**config.mk**
```make
export PLATFORM = sky130hd
export DESIGN_NAME = gptimer_channel
export DESIGN_NICKNAME = d
export VERILOG_FILES = /design/src/rtl/gptimer_channel.sv
export SDC_FILE = /design/constraint.sdc
export NUM_CORES = 1
export LEC_CHECK = 0
export ABC_AREA = 1
export BUFFER_PORTS_ARGS = -buffer_cell sky130_fd_sc_hd__buf_2
export CAP_MARGIN = 5
export CORE_MARGIN = 1
export CORE_UTILIZATION = 54
export DETAILED_ROUTE_END_ITERATION = 10
export PLACE_DENSITY_LB_ADDON = 0.25
export SYNTH_ARGS = -nofsm -noshare
export SYNTH_HDL_FRONTEND = slang
export SYNTH_SLANG_ARGS = --single-unit
```
**constraint.sdc**
```tcl
create_clock -name clk -period 2 [get_ports clk]
set_input_delay 0.2 -clock clk [delete_from_list [all_inputs] [get_ports clk]]
set_output_delay 0.2 -clock clk [all_outputs]
set_load 0.02 [all_outputs]
```
**src/rtl/gptimer_channel.sv**
```systemverilog
module gptimer_channel #(
  parameter int CNT_W    = 16,
  parameter int PRE_W    = 8,
  parameter int SLOW_DIV = 16
) (
  input  logic             clk,
  input  logic             rst_n,
  input  logic             cfg_en,
  input  logic [1:0]       cfg_src,
  input  logic             cfg_ref_reset,
  input  logic             cfg_gate_en,
  input  logic             cfg_gate_restart,
  input  logic [1:0]       cfg_cap_edge,
  input  logic             pre_wr,
  input  logic [PRE_W-1:0] pre_wdata,
  input  logic             ref_wr,
  input  logic [CNT_W-1:0] ref_wdata,
  input  logic             cnt_wr,
  input  logic [CNT_W-1:0] cnt_wdata,
  input  logic             match_clr,
  input  logic             cap_clr,
  input  logic             tin,
  input  logic             gate_in,
  input  logic             carry_in,
  output logic [CNT_W-1:0] count,
  output logic [CNT_W-1:0] capture,
  output logic             match_pulse,
  output logic             match_flag,
  output logic             cap_flag,
  output logic             carry_out
);
  localparam int DIV_W = (SLOW_DIV > 1) ? $clog2(SLOW_DIV) : 1;
  localparam logic [DIV_W-1:0] DIV_LAST = DIV_W'(SLOW_DIV - 1);
  localparam logic [CNT_W-1:0] CNT_MAX = {CNT_W{1'b1}};

  logic [2:0] tin_sh, gate_sh;
  logic [DIV_W-1:0] div_q;
  logic [PRE_W-1:0] pre_q, pre_val;
  logic [CNT_W-1:0] ref_q;
  logic gate_open, src_tick;

  always_ff @(posedge clk or negedge rst_n)
    if (!rst_n) begin
      tin_sh  <= '0;
      gate_sh <= '0;
    end else begin
      tin_sh  <= {tin_sh[1:0], tin};
      gate_sh <= {gate_sh[1:0], gate_in};
    end

  wire tin_rise  =  tin_sh[1] & ~tin_sh[2];
  wire tin_fall  = ~tin_sh[1] &  tin_sh[2];
  wire gate_rise =  gate_sh[1] & ~gate_sh[2];
  wire gate_fall = ~gate_sh[1] &  gate_sh[2];

  always_ff @(posedge clk or negedge rst_n)
    if (!rst_n)                div_q <= '0;
    else if (div_q == DIV_LAST) div_q <= '0;
    else                       div_q <= div_q + 1'b1;

  always_comb
    case (cfg_src)
      2'b00:   src_tick = 1'b1;
      2'b01:   src_tick = (div_q == DIV_LAST);
      2'b10:   src_tick = tin_rise;
      default: src_tick = 1'b0;
    endcase

  wire run         = cfg_en & (~cfg_gate_en | gate_open);
  wire pre_hit     = src_tick & (pre_q == pre_val);
  wire cnt_tick    = (cfg_src == 2'b11) ? carry_in : pre_hit;
  wire inc         = run & cnt_tick;
  wire match_hit   = inc & (count == ref_q);
  wire restart_clr = cfg_gate_en & cfg_gate_restart & gate_fall;
  wire cap_hit     = (cfg_cap_edge[0] & tin_rise) | (cfg_cap_edge[1] & tin_fall);

  assign carry_out = inc & (count == CNT_MAX);

  always_ff @(posedge clk or negedge rst_n)
    if (!rst_n) begin
      pre_q   <= '0;
      pre_val <= '0;
    end else begin
      if (pre_wr) pre_val <= pre_wdata;
      if (pre_wr)
        pre_q <= '0;
      else if (run && src_tick && cfg_src != 2'b11)
        pre_q <= pre_hit ? '0 : pre_q + 1'b1;
    end

  always_ff @(posedge clk or negedge rst_n)
    if (!rst_n)         gate_open <= 1'b0;
    else if (gate_fall) gate_open <= 1'b1;
    else if (gate_rise) gate_open <= 1'b0;

  always_ff @(posedge clk or negedge rst_n)
    if (!rst_n) begin
      ref_q       <= CNT_MAX;
      count       <= '0;
      match_pulse <= 1'b0;
      match_flag  <= 1'b0;
      capture     <= '0;
      cap_flag    <= 1'b0;
    end else begin
      if (ref_wr) ref_q <= ref_wdata;
      if (cnt_wr)           count <= cnt_wdata;
      else if (restart_clr) count <= '0;
      else if (inc)         count <= (match_hit && cfg_ref_reset) ? '0 : count + 1'b1;
      match_pulse <= match_hit;
      match_flag  <= match_hit | (match_flag & ~match_clr);
      if (cap_hit) capture <= count;
      cap_flag    <= cap_hit | (cap_flag & ~cap_clr);
    end

  assert_match_sets_flag_R4: assert property (@(posedge clk) disable iff (!rst_n)
    match_pulse |-> match_flag);
  assert_ref_clear_R5: assert property (@(posedge clk) disable iff (!rst_n)
    (match_hit && cfg_ref_reset && !cnt_wr && !restart_clr) |=> count == '0);
  assert_capture_flag_R6: assert property (@(posedge clk) disable iff (!rst_n)
    !$stable(capture) |-> cap_flag);
  assert_gate_hold_R7: assert property (@(posedge clk) disable iff (!rst_n)
    (cfg_gate_en && !gate_open && !gate_fall && !cnt_wr) |=> $stable(count));
  assert_restart_zero_R8: assert property (@(posedge clk) disable iff (!rst_n)
    (restart_clr && !cnt_wr) |=> count == '0);
  assert_carry_wrap_R10: assert property (@(posedge clk) disable iff (!rst_n)
    (carry_out && !cnt_wr && !restart_clr) |=> count == '0);
  assert_load_R11: assert property (@(posedge clk) disable iff (!rst_n)
    cnt_wr |=> count == $past(cnt_wdata));
endmodule

```
* Word level (Yosys, flattened, before mapping) *
Index checks and enable logic that the tools add are counted.

cells by class
  add/sub/neg operators = 3
  multiply operators = 0
  div/mod/pow operators = 0
  magnitude comparators = 0
  equality and inequality tests = 8
  shifts and indexed selects = 0
  muxes and demuxes = 12
  bitwise logic cells = 26
  reductions and logical operators = 7

operators with widths
  kind                     count
  $mux W16                 4
  $mux W8                  3
  $add A16 B1 Y16 const B  1
  $eq A16 B16 Y1           1
  $eq A16 B16 Y1 const B   1
  $and A1 B1 Y1            15
  $add A8 B1 Y8 const B    1
  $eq A8 B8 Y1             1
  $not A1 Y1               7
  $add A4 B1 Y4 const B    1
  $eq A2 B2 Y1 const B     2
  $eq A4 B4 Y1 const B     1
  $mux W4                  1
  $or A1 B1 Y1             4
  $reduce_bool A2 Y1       2
  $logic_and A1 B1 Y1      3
  $mux W1                  3
  $pmux W1 S3              1
  $reduce_bool A3 Y1       1
  $eq A2 B1 Y1 const B     1
  $logic_not A2 Y1         1
  $ne A2 B2 Y1 const B     1

storage, ports and cells
  bits in registers = 78
  latch bits = 0
  RAM bits = 0
  ROM bits = 0
  input bits = 58
  output and inout bits = 36
  word-level logic and storage cells = 68
  memories kept = 0

* Logic depth before layout (Yosys ltp) *
  depth after elaboration = 12
  depth in mapped cells = 12
  mapped depth without buffers = 12

* Worst setup path after synthesis *
Ideal clock, no wire load.

  path type = register to output
  start = reg count[0]
  end = out carry_out
  arrival time = 1.877 ns
  setup slack = -0.077 ns
  cell stages (with the launch flop) = 10
  cell sequence = dfrtp_1 > ha_1 > nand2_1 > inv_1 > nand2_1 > nor2_2 > inv_1 > nor2_2 > nand3_1 > nor3_1

between the ends
  cells in the longest elaborated chain, start to end = 2

ends and longest elaborated chain
  what                      line  RTL
  start: declaration        25    output logic [CNT_W-1:0] count,
  start signal: assignment  106   if (cnt_wr) count <= cnt_wdata;
  start signal: assignment  108   else if (inc) count <= (match_hit && cfg_ref_reset) ? '0 : count + 1'b1;
  $eq A16 B16 Y1            77    assign carry_out = inc & (count == CNT_MAX);
  $and A1 B1 Y1             77
  end: declaration          30    output logic carry_out

Every way passes these cells.

* Worst setup path in the final report *
  start = reg count[1]
  end = out carry_out

The elaborated chain is that of the path after synthesis.

==> results.txt <==
----------------------------------------------------
[Die]
  Width of the chip ... 89.01 um
  Placeable core region ... 0.007292 mm2
  Area enclosed by the die boundary ... 0.007922 mm2
  Initial core utilization ... 0.5606
  Site row count ... 31
  Count of boundary I/O pins ... 94
  Vert. Die Dim ... 89.01 um

[Timing]
  Rel. slew slack ... 0.6769
  Final Hold Viols ... 0
  Share of the cycle needed by the critical path after routing ... 1.050
  Setup repair after global routing missed its margin ... yes
  Number of pins exceeding their max-slew limit in the final report ... 0
  Setup-failing EPs final ... 1
  Fmax ... 476.3 MHz
  Worst Tran Pin Value ... 0.4839 ns
  Worst path setup slack after routing ... -0.09932 ns
  Setup skew after layout ... 0.01462 ns
  Setup TNS ... -0.09932 ns
  Shortest clock period the worst path allows after layout ... 2.099 ns

[Clocking]
  TritonCTS sink count ... 78
  Root buffer cell ... clkbuf_8
  Maximum count of clock buffers along a single path ... 2
  Clk pin slew, worst setup/hold paths ... 0.08 ns
  Number of H-tree levels ... 3
  TritonCTS clock tree ... yes
  Clk_lat worst skew ... 0.35 ns
  Number of buffers created by CTS ... 9

[Yosys]
  Post-synthesis instance total ... 486
  Area of the mapped netlist ... 0.004088 mm2
  Number of distinct library cells after synthesis ... 36
  Fraction of the yosys area taken by sequential cells ... 0.4824
  Yosys Warn Count ... 0
  Synthesized Nets ... 548
  Register bit count reported by yosys ... 78
  Mean instance size in the synthesized netlist ... 8.411 um2

[Worst hold path]
  Worst Hold Class ... in2reg

[Cells and area]
  Most common library cell in the layout ignoring fill and taps ... nand2_1
  End-of-flow core utilization ... 0.7097
  Most used cells in the layout excluding fill and tap cells ... nand2_1, buf_2, dfrtp_1, inv_1, nor2_1
  Nets ... 671
  Final instance count without filler cells ... 713
  Synth-to-Final Area Change ... 26.60%
  Antenna cells ... 0
  Share of final-layout standard cells stronger than drive strength 1 ... 0.3648

[Placed design]
  Final weighted congestion in routability-driven placement ... 0.8745
  Buffers added on ports ... 93
  Placed insts ... 679
  Half-perimeter wire length of the detailed placement result ... 6.986 mm
  Post-Place Setup Slack ... 0.1618 ns

[Setup path]
  Worst path required time ... 1.80 ns
  Start-to-end type of the worst setup path ... reg2out
  Type of element capturing the critical path ... output pin
  Arrival time worst endpoint ... 1.90 ns
  Worst-path fanout max ... 4
  Type of origin of the critical path ... flop

[Route]
  Routed Antenna Nets ... 0
  Number of iterations in the first detailed-routing pass ... 4
  Post-detailed-route via-to-cell ratio ... 5.115
  Sum of routed wire length over all layers ... 9.915 mm
  DRC violations left ... 0
  DR iter-0 viols ... 175
  Overall via count from detail_route ... 3,647
  Avg WL per Cell ... 13.91 um

[Global routing]
  Final global-route overflow total ... 0
  Antenna violations before repair ... 0
  Pin count of the biggest net entering global routing ... 50
  Global-route usage over all layers ... 0.2615
  Vias in the first global route ... 3,393
  Global-route wire length before repair ... 15.57 mm

[Job]
  Max-Cap Viols ... 0

[Pwr]
  Power per cell area ... 840.6 mW/mm2
  Leakage dissipation ... 2.591 nW
  IR Drop Worst-Case VDD ... 0.6401 mV

[Run status]
  Result of the run ... complete, but fails checks
  Violations in the final reports ... negative setup slack

----------------------------------------------------
[through the flow]
step                hold WS, ns  area [um2]  power [W]
floorplan              -0.09559        4093   0.002673
global placement         0.1458        4732   0.003058
detailed placement       0.1488        4732   0.003093
CTS                     0.02774        5059   0.004324
global route            0.04280        5175   0.004594
finish                  0.04678        5175   0.004350
[layer usage]
| metal | global-route usage | routed length (um) | vias to the layer above | part of all wire |
|---|---|---|---|---|
| li1 | - | - | 1801 | - |
| met1 | 0.3391 | 4252 | 1696 | 0.43 |
| met2 | 0.4301 | 4812 | 136 | 0.49 |
| met3 | 0.05633 | 646 | 14 | 0.065 |
| met4 | 0.1053 | 204 | 0 | 0.021 |
| met5 | 0 | 0 | - | 0 |
[power breakdown]
part | internal (W) | switching, W | leakage [nW] | total (W)
Combinational | 0.000480 | 0.000722 | 1.58 | 0.00120
Sequential | 0.00180 | 0.000156 | 0.908 | 0.00195
Clock | 0.000640 | 0.000555 | 0.106 | 0.00119
Total | 0.00292 | 0.00143 | 2.59 | 0.00435
[synth_stat cells, drive strengths merged]
| cell type | count | area share |
|---|---|---|
| nand2 | 125 | 0.12 |
| dfrtp | 62 | 0.38 |
| inv | 62 | 0.057 |
| a21oi | 59 | 0.089 |
| nor2 | 58 | 0.058 |
| o21ai | 22 | 0.027 |
| dfstp | 16 | 0.10 |
| mux2 | 16 | 0.044 |
| xnor2 | 16 | 0.034 |
| nand3 | 11 | 0.018 |
| nor3 | 9 | 0.011 |
| buf | 8 | 0.013 |
| clkbuf | 6 | 0.0055 |
| ha | 4 | 0.012 |
| nand4 | 3 | 0.0083 |
| xor2 | 3 | 0.0064 |
| a31oi | 2 | 0.0031 |
| and3 | 1 | 0.0015 |
| nand3b | 1 | 0.0018 |
| o211ai | 1 | 0.0018 |
| o31ai | 1 | 0.0018 |
[logic make-up (layout without fill, tap and decap cells)]
family	Yosys count	after routing	synth area share
simple gates	208	209	0.2222
compound gates	85	85	0.1224
flops	78	78	0.4824
buf+inv	76	203	0.07591
xor+xnor	19	19	0.04071
mux	16	16	0.04408
fa+ha+maj	4	4	0.01224
[registers in the layout, summed over array words and instances, names as in the netlist]
register,flops
capture,16
count,16
ref_q,16
pre_q,8
pre_val,8
div_q,4
gate_sh,3
tin_sh,3
cap_flag,1
gate_open,1
match_flag,1
match_pulse,1
[cell type report]
cell class | instances | area, um2
fill | 618 | 2117
timing repair buffer | 125 | 734.5
inverter | 62 | 232.7
sequential | 78 | 1974
multi-input combinational | 333 | 1909
clock inverter | 4 | 45.04
tap | 99 | 123.9
clock buffer | 12 | 155.1
[timing repair]
item                                    in CTS  in global routing
hold buffers                                 3                  0
gates cloned                                 0                  1
pin swaps                                    6                 12
resized for setup                           11                 16
hold endpoints to repair                    23                  0
endpoints found under the setup margin       1                 17
setup buffers                                7                  8
[critical path, cell delays in order, from the launching register on]
cell and delay, ns:
dfrtp_1 0.37, ha_2 0.21, nand2_2 0.07, inv_2 0.09, nand2_4 0.06, nor2_4 0.10
inv_2 0.06, nor2_4 0.14, nand3_2 0.13, nor3_4 0.19, buf_6 0.14
[worst paths after layout]
kind | to | slack [ns] | start | cells past startpoint
max in group asynchronous | ref_q[5] | 1.02 | rst_n | 3
min | cap_flag | 0.05 | cap_clr | 2
min in group asynchronous | pre_val[2] | 0.32 | rst_n | 2
max | carry_out | -0.1 | count[1] | 10
min reg2reg | gate_sh[1] | 0.35 | gate_sh[0] | 0
max reg2reg | count[8] | 0.13 | count[1] | 10
Note: power is estimated with default switching activity, not from simulation.
